$ cat src/rtl/qdac_pkg.sv
package qdac_pkg;
   localparam int FRAME_W = 16;
   localparam int CH_N    = 4;
   localparam int SEL_W   = 2;
   localparam int FIELD_W = 12;

   typedef struct packed {
      logic [SEL_W-1:0]   chan;
      logic               run;
      logic               hold;
      logic [FIELD_W-1:0] code;
   } frame_t;
endpackage

$ cat src/rtl/qdac_sync.sv
module qdac_sync #(
   parameter int W = 1,
   parameter logic [W-1:0] RST_VAL = '0
) (
   input  logic         clk,
   input  logic         rst_n,
   input  logic [W-1:0] d,
   output logic [W-1:0] q
);
   logic [W-1:0] meta;

   always_ff @(posedge clk or negedge rst_n) begin
      if (!rst_n) begin
         meta <= RST_VAL;
         q    <= RST_VAL;
      end else begin
         meta <= d;
         q    <= meta;
      end
   end
endmodule

$ cat src/rtl/qdac_frame_rx.sv
module qdac_frame_rx
   import qdac_pkg::*;
(
   input  logic   clk,
   input  logic   rst_n,
   input  logic   sclk_s,
   input  logic   fsync_n_s,
   input  logic   din_s,
   output logic   done,
   output logic   abort,
   output frame_t word
);
   localparam int CNT_W = $clog2(FRAME_W);
   localparam logic [CNT_W-1:0] LAST = CNT_W'(FRAME_W - 1);

   logic               sclk_d;
   logic               fall;
   logic               locked;
   logic [CNT_W-1:0]   cnt;
   logic [FRAME_W-1:0] shreg;
   logic [FRAME_W-1:0] shnext;

   assign fall   = sclk_d & ~sclk_s;
   assign shnext = {shreg[FRAME_W-2:0], din_s};

   always_ff @(posedge clk or negedge rst_n) begin
      if (!rst_n) begin
         sclk_d <= 1'b0;
         locked <= 1'b0;
         cnt    <= '0;
         shreg  <= '0;
         word   <= '0;
         done   <= 1'b0;
         abort  <= 1'b0;
      end else begin
         sclk_d <= sclk_s;
         done   <= 1'b0;
         abort  <= 1'b0;
         if (fsync_n_s) begin
            if (cnt != '0 && !locked)
               abort <= 1'b1;
            cnt    <= '0;
            locked <= 1'b0;
         end else if (!locked && fall) begin
            shreg <= shnext;
            if (cnt == LAST) begin
               word   <= frame_t'(shnext);
               done   <= 1'b1;
               locked <= 1'b1;
               cnt    <= '0;
            end else begin
               cnt <= cnt + 1'b1;
            end
         end
      end
   end
endmodule

$ cat src/rtl/qdac_regbank.sv
module qdac_regbank
   import qdac_pkg::*;
#(
   parameter int DATA_W = 12
) (
   input  logic                     clk,
   input  logic                     rst_n,
   input  logic                     done,
   input  frame_t                   word,
   output logic [CH_N*DATA_W-1:0]   in_flat,
   output logic [CH_N*DATA_W-1:0]   out_flat,
   output logic                     power_dn
);
   localparam int DROP_W = FIELD_W - DATA_W;

   logic [DATA_W-1:0] code_new;
   logic [DATA_W-1:0] in_q  [CH_N];
   logic [DATA_W-1:0] out_q [CH_N];

   generate
      if (DROP_W == 0) begin : g_full
         assign code_new = word.code;
      end else begin : g_trim
         logic [DROP_W-1:0] unused_lsb;
         assign code_new   = word.code[FIELD_W-1 -: DATA_W];
         assign unused_lsb = word.code[DROP_W-1:0];
      end
   endgenerate

   generate
      for (genvar i = 0; i < CH_N; i++) begin : g_ch
         logic sel;
         assign sel = (word.chan == SEL_W'(i));

         always_ff @(posedge clk or negedge rst_n) begin
            if (!rst_n) begin
               in_q[i]  <= '0;
               out_q[i] <= '0;
            end else if (done) begin
               if (sel)
                  in_q[i] <= code_new;
               if (!word.hold)
                  out_q[i] <= sel ? code_new : in_q[i];
            end
         end

         assign in_flat[i*DATA_W +: DATA_W]  = in_q[i];
         assign out_flat[i*DATA_W +: DATA_W] = out_q[i];
      end
   endgenerate

   always_ff @(posedge clk or negedge rst_n) begin
      if (!rst_n)
         power_dn <= 1'b1;
      else if (done)
         power_dn <= ~word.run;
   end
endmodule

$ cat src/rtl/qdac_serial_front.sv
module qdac_serial_front
   import qdac_pkg::*;
#(
   parameter int DATA_W = 12
) (
   input  logic              clk,
   input  logic              rst_n,
   input  logic              sclk,
   input  logic              fsync_n,
   input  logic              sdin,
   output logic [DATA_W-1:0] code_a,
   output logic [DATA_W-1:0] code_b,
   output logic [DATA_W-1:0] code_c,
   output logic [DATA_W-1:0] code_d,
   output logic              power_dn,
   output logic              out_en,
   output logic              frame_done,
   output logic              frame_abort
);
   generate
      if (DATA_W != 8 && DATA_W != 10 && DATA_W != 12) begin : g_bad_width
         $error("qdac_serial_front: DATA_W must be 8, 10 or 12");
      end
   endgenerate

   logic [2:0]               raw_in;
   logic [2:0]               sync_out;
   frame_t                   rx_word;
   logic [CH_N*DATA_W-1:0]   in_flat;
   logic [CH_N*DATA_W-1:0]   out_flat;

   assign raw_in = {fsync_n, sclk, sdin};

   qdac_sync #(.W(3), .RST_VAL(3'b100)) u_sync (
      .clk   (clk),
      .rst_n (rst_n),
      .d     (raw_in),
      .q     (sync_out)
   );

   qdac_frame_rx u_rx (
      .clk       (clk),
      .rst_n     (rst_n),
      .sclk_s    (sync_out[1]),
      .fsync_n_s (sync_out[2]),
      .din_s     (sync_out[0]),
      .done      (frame_done),
      .abort     (frame_abort),
      .word      (rx_word)
   );

   qdac_regbank #(.DATA_W(DATA_W)) u_bank (
      .clk      (clk),
      .rst_n    (rst_n),
      .done     (frame_done),
      .word     (rx_word),
      .in_flat  (in_flat),
      .out_flat (out_flat),
      .power_dn (power_dn)
   );

   assign code_a = out_flat[0*DATA_W +: DATA_W];
   assign code_b = out_flat[1*DATA_W +: DATA_W];
   assign code_c = out_flat[2*DATA_W +: DATA_W];
   assign code_d = out_flat[3*DATA_W +: DATA_W];
   assign out_en = ~power_dn;
endmodule

$ cat config.mk
export PLATFORM = sky130hd
export DESIGN_NAME = qdac_serial_front
export DESIGN_NICKNAME = d
export VERILOG_FILES = /design/src/rtl/qdac_pkg.sv /design/src/rtl/qdac_sync.sv /design/src/rtl/qdac_frame_rx.sv /design/src/rtl/qdac_regbank.sv /design/src/rtl/qdac_serial_front.sv
export SDC_FILE = /design/constraint.sdc
export NUM_CORES = 1
export LEC_CHECK = 0
export BUFFER_PORTS_ARGS = -buffer_cell sky130_fd_sc_hd__clkbuf_2
export CAP_MARGIN = 20
export CORE_ASPECT_RATIO = 1.25
export CORE_MARGIN = 4
export CORE_UTILIZATION = 30
export CTS_CLUSTER_SIZE = 14
export DETAILED_ROUTE_END_ITERATION = 10
export PLACE_DENSITY = 0.46
export RECOVER_POWER = 100
export SLEW_MARGIN = 20
export SYNTH_ARGS = -nofsm -noshare
export SYNTH_HDL_FRONTEND = slang
export SYNTH_SLANG_ARGS = --single-unit
$ cat constraint.sdc
create_clock -name clk -period 3.15 [get_ports clk]
set_clock_uncertainty 0.1 [all_clocks]
set_input_delay 0.1575 -clock clk [delete_from_list [all_inputs] [get_ports clk]]
set_output_delay 0.1575 -clock clk [all_outputs]
set_load 0.005 [all_outputs]
; ---- Word-level counts from Yosys, hierarchy flattened
; Cells that the tools add are included.
[op_classes]
add_sub_neg = 1
multipliers = 0
div = 0
magnitude_cmp = 0
n_eq_ne = 4
n_shift = 0
n_mux = 15
n_bitwise = 6
n_reduce_logical = 11
[op_table]
columns = cell, n
row1 = 2-to-1 mux 12 bit, 4
row2 = 2-to-1 mux 4 bit, 3
row3 = 2-to-1 mux 1 bit, 8
row4 = AND reduction 2 bit, 3
row5 = inverter 1 bit, 5
row6 = adder 4 x 1 -> 4 bit (second input constant), 1
row7 = equality test 2 bit (second input constant), 2
row8 = equality test 4 bit (second input constant), 1
row9 = nonzero test 2 bit, 2
row10 = nonzero test 4 bit, 1
row11 = AND reduction 3 bit, 1
row12 = equality test 2 x 1 -> 1 bit (second input constant), 1
row13 = logical AND 1 bit, 2
row14 = logical NOT 2 bit, 1
row15 = AND 1 bit, 1
row16 = logical NOT 1 bit, 1
[word_totals]
ff_bits = 142
latch_bits = 0
ram_bits = 0
rom_bits = 0
input_bits = 5
output_inout_bits = 52
elab_cells = 58
memories = 0

; ---- Logic depth before layout (Yosys ltp)
[logic_depth]
word_depth = 5
depth_mapped = 5
mapped_depth_nobuf = 4

; ---- Modules after synthesis
; From an unflattened synthesis, not the netlist that was laid out.
[hier_totals]
hier_cells = 428
area_unflattened_um2 = 5750.5
[modules_own_cells]
columns = mod, instances, cells_each, area_per_inst_um2, seq_area_each_um2
row1 = qdac_regbank, 1, 318, 4047.6, 2428.6
row2 = qdac_frame_rx, 1, 103, 1546.5, 975.9
row3 = qdac_sync, 1, 6, 152.6, 152.6
row4 = qdac_serial_front, 1, 1, 3.8, 0.0

; ---- Worst setup path after synthesis
; No wires, ideal clock.
[synth_path]
kind = register to register
startpoint = reg u_sync.q[1]
endpoint = reg u_rx.word[10] (netlist name)
setup_time_ns = 0.125
arrival_ns = 1.704
required_time_ns = 2.925
path_slack_ns = 1.221
stages_incl_launch_ff = 6
path_buffers = 2
period_less_slack_ns = 1.929
path_cell_list = dfrtp_1 > or3b_1 > buf_6 > nor3_4 > buf_8 > mux2_4
[synth_via]
elab_chain_cells = 4
[synth_lines]
columns = element, line_no
row1 = start: declaration, qdac_sync.sv:8  ; output logic [W-1:0] q
row2 = start signal: assignment, qdac_sync.sv:18  ; q <= meta;
row3 = inverter 1 bit, qdac_frame_rx.sv:23  ; assign fall = sclk_d & ~sclk_s;
row4 = AND 1 bit, qdac_frame_rx.sv:23
row5 = logical AND 1 bit, qdac_frame_rx.sv:44  ; end else if (!locked && fall) begin
row6 = AND reduction 3 bit (no line), --
; Every way passes these cells.
; A chain may end at the register's enable or synchronous reset.

; ---- Worst setup path in the final report
[layout_path]
startpoint = reg u_sync.q[1]
endpoint = reg u_rx.shreg[3]
[layout_via]
elab_chain_cells = 4
[layout_lines]
columns = element, line_no
row1 = inverter 1 bit, qdac_frame_rx.sv:23
row2 = AND 1 bit, qdac_frame_rx.sv:23
row3 = logical AND 1 bit, qdac_frame_rx.sv:44
row4 = AND reduction 2 bit (no line), --
row5 = end signal: assignment, qdac_frame_rx.sv:45  ; shreg <= shnext;
row6 = end: declaration, qdac_frame_rx.sv:20  ; logic [FRAME_W-1:0] shreg;
; Every way passes these cells.

==> metrics.yaml <==
sta:
  max_slew_margin_pct: -7.975
  max_freq_mhz: 401.3
  slew_violations: 114
  final.setup.tns_ns: 0
  setup_viol: 0
  hold-worst-slack_ns: 0.2458
  finalCritPeriodShare_pct: 79.10
  period_minus_slack_ns: 2.492
  hold_viol: 0
  rsz0062_at_grt: "false"
  tightest_slew_ns: 1.620
global_route:
  grt_pass1_vias: 3434
  grt_usage_pct: 11.70
  grt_max_degree: 114
  gr-total-overflow: 0
  grt_pass1_wl_mm: 19.31
  antenna_found_initial: 0
floorplanning:
  fp.dieW_um: 132.1
  core_sq_mm: 0.01885
  die_h_um: 163.1
  start_util_pct: 30.64
  die_area_sq_mm: 0.02155
  rows: 56
  io_pins: 57
place:
  postPlaceCellArea_sq_mm: 0.006248
  placed_cells: 693
  gp_congestion: 0.7048
  hpwl_mm: 7.718
  io_buffer_count: 56
cts:
  tritoncts: "done"
  clk_pin_slew_ns: 0.06
  worstSkewPairLatency_ns: 0.41
  clockBufferDepth: 2
  cts_sinks: 142
  ctsHtreeMaxLevel: 4
  cts_buffers: 17
  cts_resized: 0
  cts_root_buf: "clkbuf_16"
setup_path:
  timing.rr.start: "u_sync.q[1]"
  worst_setup_path_end_kind: "register"
  crit_required_ns: 3.34
  path_class: "reg2reg"
  cp_max_fo: 15
  start_kind: "register"
  cp.arrival_ns: 2.68
  crit_start: "u_sync.q[1]"
pwr:
  switchingPower_uw: 813.8
  p_per_area_mw_per_mm2: 610.3
  p_leak_nw: 3.514
  finalPower_mw: 4.173
  p_sw_share_pct: 19.50
  p_comb_share_pct: 2.5
  power.internal_mw: 3.359
  clockPowerShare_pct: 51.5
  seq_power_share_pct: 46.0
  vdd_drop_max_mv: 0.3292
run_status:
  violations: "capacitance limit, slew limit"
  outcome: "finished, violations left"
synth:
  synth-edff-count: 0
  synth-main-ff-cell: "dfrtp_1"
  ys_top_cells_by_area: "dfrtp_1 (60%), mux2_2 (14%), mux2i_1 (8.7%)"
  netlist_instances: 434
  yosysUniqueCellTypes: 30
  yosysTopAreaCellShare_pct: 60.23
  synth_most_common_cell: "dfrtp_1"
  async_flop_share_pct: 100.0
  syn_nets: 441
  synth.top_cells.by_count: "dfrtp_1 (139), mux2_2 (70), mux2i_1 (50), nand2_1 (49), o21ai_0 (49)"
  synth_area_sq_mm: 0.005776
  yosysTopAreaCell: "dfrtp_1"
  ys_ff_latch: 142
  synth_seq_area_share_pct: 61.59
  syn_avg_cell_area_sq_um: 13.31
  yosysWarnings: 0
finish:
  drive_above_1_share_pct: 26.76
  antenna_cells: 0
  n_fill_cell: 1857
  fin_cells: 729
  multiInputGateArea_sq_mm: 0.002007
  regArea_sq_mm: 0.003557
  area_delta_synth_final_pct: 18.39
  final_nets: 491
  final_area_sq_mm: 0.006838
routing:
  vias: 3294
  via_per_inst: 4.519
  route.detailed.drc: 0
  drtIter0Drc: 181
  ant_nets: 0
  wl_per_cell_um: 16.41
  drt_wl_total_mm: 11.97
  first_pass_iters: 4
hold_path:
  min-delay-start: "u_sync.meta[0]"
  hold_class: "reg2reg"
flow_run:
  cap_violations: 1
==> layer usage <==
layer	track usage (%)	vias up	share of wire (%)
met3	3.358	12	3.4
met1	14.43	1637	45
met2	19.68	55	50
li1	-	1590	-
met5	0	-	0
met4	4.155	0	1.3
==> metrics by stage <==
stage	util [%]	worst slack, ns
2_1_floorplan	-	1.221
3_3_place_gp	33.15	0.9980
3_5_place_dp	33.15	0.9583
4_1_cts	36.76	0.9390
5_1_grt	36.28	0.5355
6_report	36.28	0.6582
==> power by group through the flow <==
stage	clock network, mW	registers [mW]	logic, mW
after global routing	2.29	1.93	0.120
after detailed placement	0	1.95	0.106
after global placement	0	1.95	0.102
after CTS	2.21	1.92	0.112
final	2.15	1.92	0.103
after floorplan	0	1.94	0.0597
==> registers in the layout (all words and copies together) (netlist names), 3 cells and up <==
name and flops:
u_rx.cnt 4, u_sync.meta 3, u_sync.q 3, u_bank.in_flat 48
u_bank.out_flat 48, u_rx.shreg 15, u_rx.word 16
==> cells in the final DEF (no fill, tap or decap), types with 4 or more instances in the layout <==
cell           Yosys  final
o21ai_0           49     49
clkbuf_2           0     26
clkbuf_1          23     34
nor2_1             5      6
clkbuf_8           0      5
mux2i_1           50     50
nand2b_1           4      4
clkbuf_16          0     17
dfrtp_1          139    139
bufinv_16          0      4
dlygate4sd3_1      0      4
nand2_1           49     49
mux2_2            70     70
mux2_1             0      8
==> kinds of logic after synthesis <==
family,count (synthesis),synth area share [%]
adders and majority gates,2,0.4332
xor gates and xnor gates,2,0.3033
DFF,142,61.59
AOI/OAI and AO/OA,52,4.636
and+or+nand+nor,70,5.481
buffers and inverters,37,2.903
muxes,129,24.65
==> layout make-up <==
class	count	area share, %
clock buffer	26	7.447
clock inverter	6	1.903
inverter	3	0.1647
multi-input combinational	255	29.35
sequential	142	52.02
tap	232	4.245
timing repair buffer	65	4.867
==> what timing repair did <==
action                     CTS  global route
hold buffers                 4             0
hold endpoints to repair   111             0
setup buffers                0             0
setup endpoints to repair    0             0
==> path summary, 6_finish.rpt <==
path / to / slack [ns] / cells past startpoint
setup / recovery: u_rx.shreg[3] / 0.66 / 3
hold / removal: u_sync.q[0] / 0.25 / 0
setup reg to reg: u_rx.shreg[3] / 0.66 / 3
hold reg to reg: u_sync.q[0] / 0.25 / 0
max in group asynchronous: u_bank.in_flat[7] / 1.12 / 3
min in group asynchronous: u_sync.meta[1] / 0.56 / 2
==> critical path, cell delays in order (launching register included) <==
cell and delay (ns):
dfrtp_1 0.39, or3b_1 0.51, nor2_1 0.95, mux2_2 0.43
Note: power is estimated with default switching activity, not from simulation.
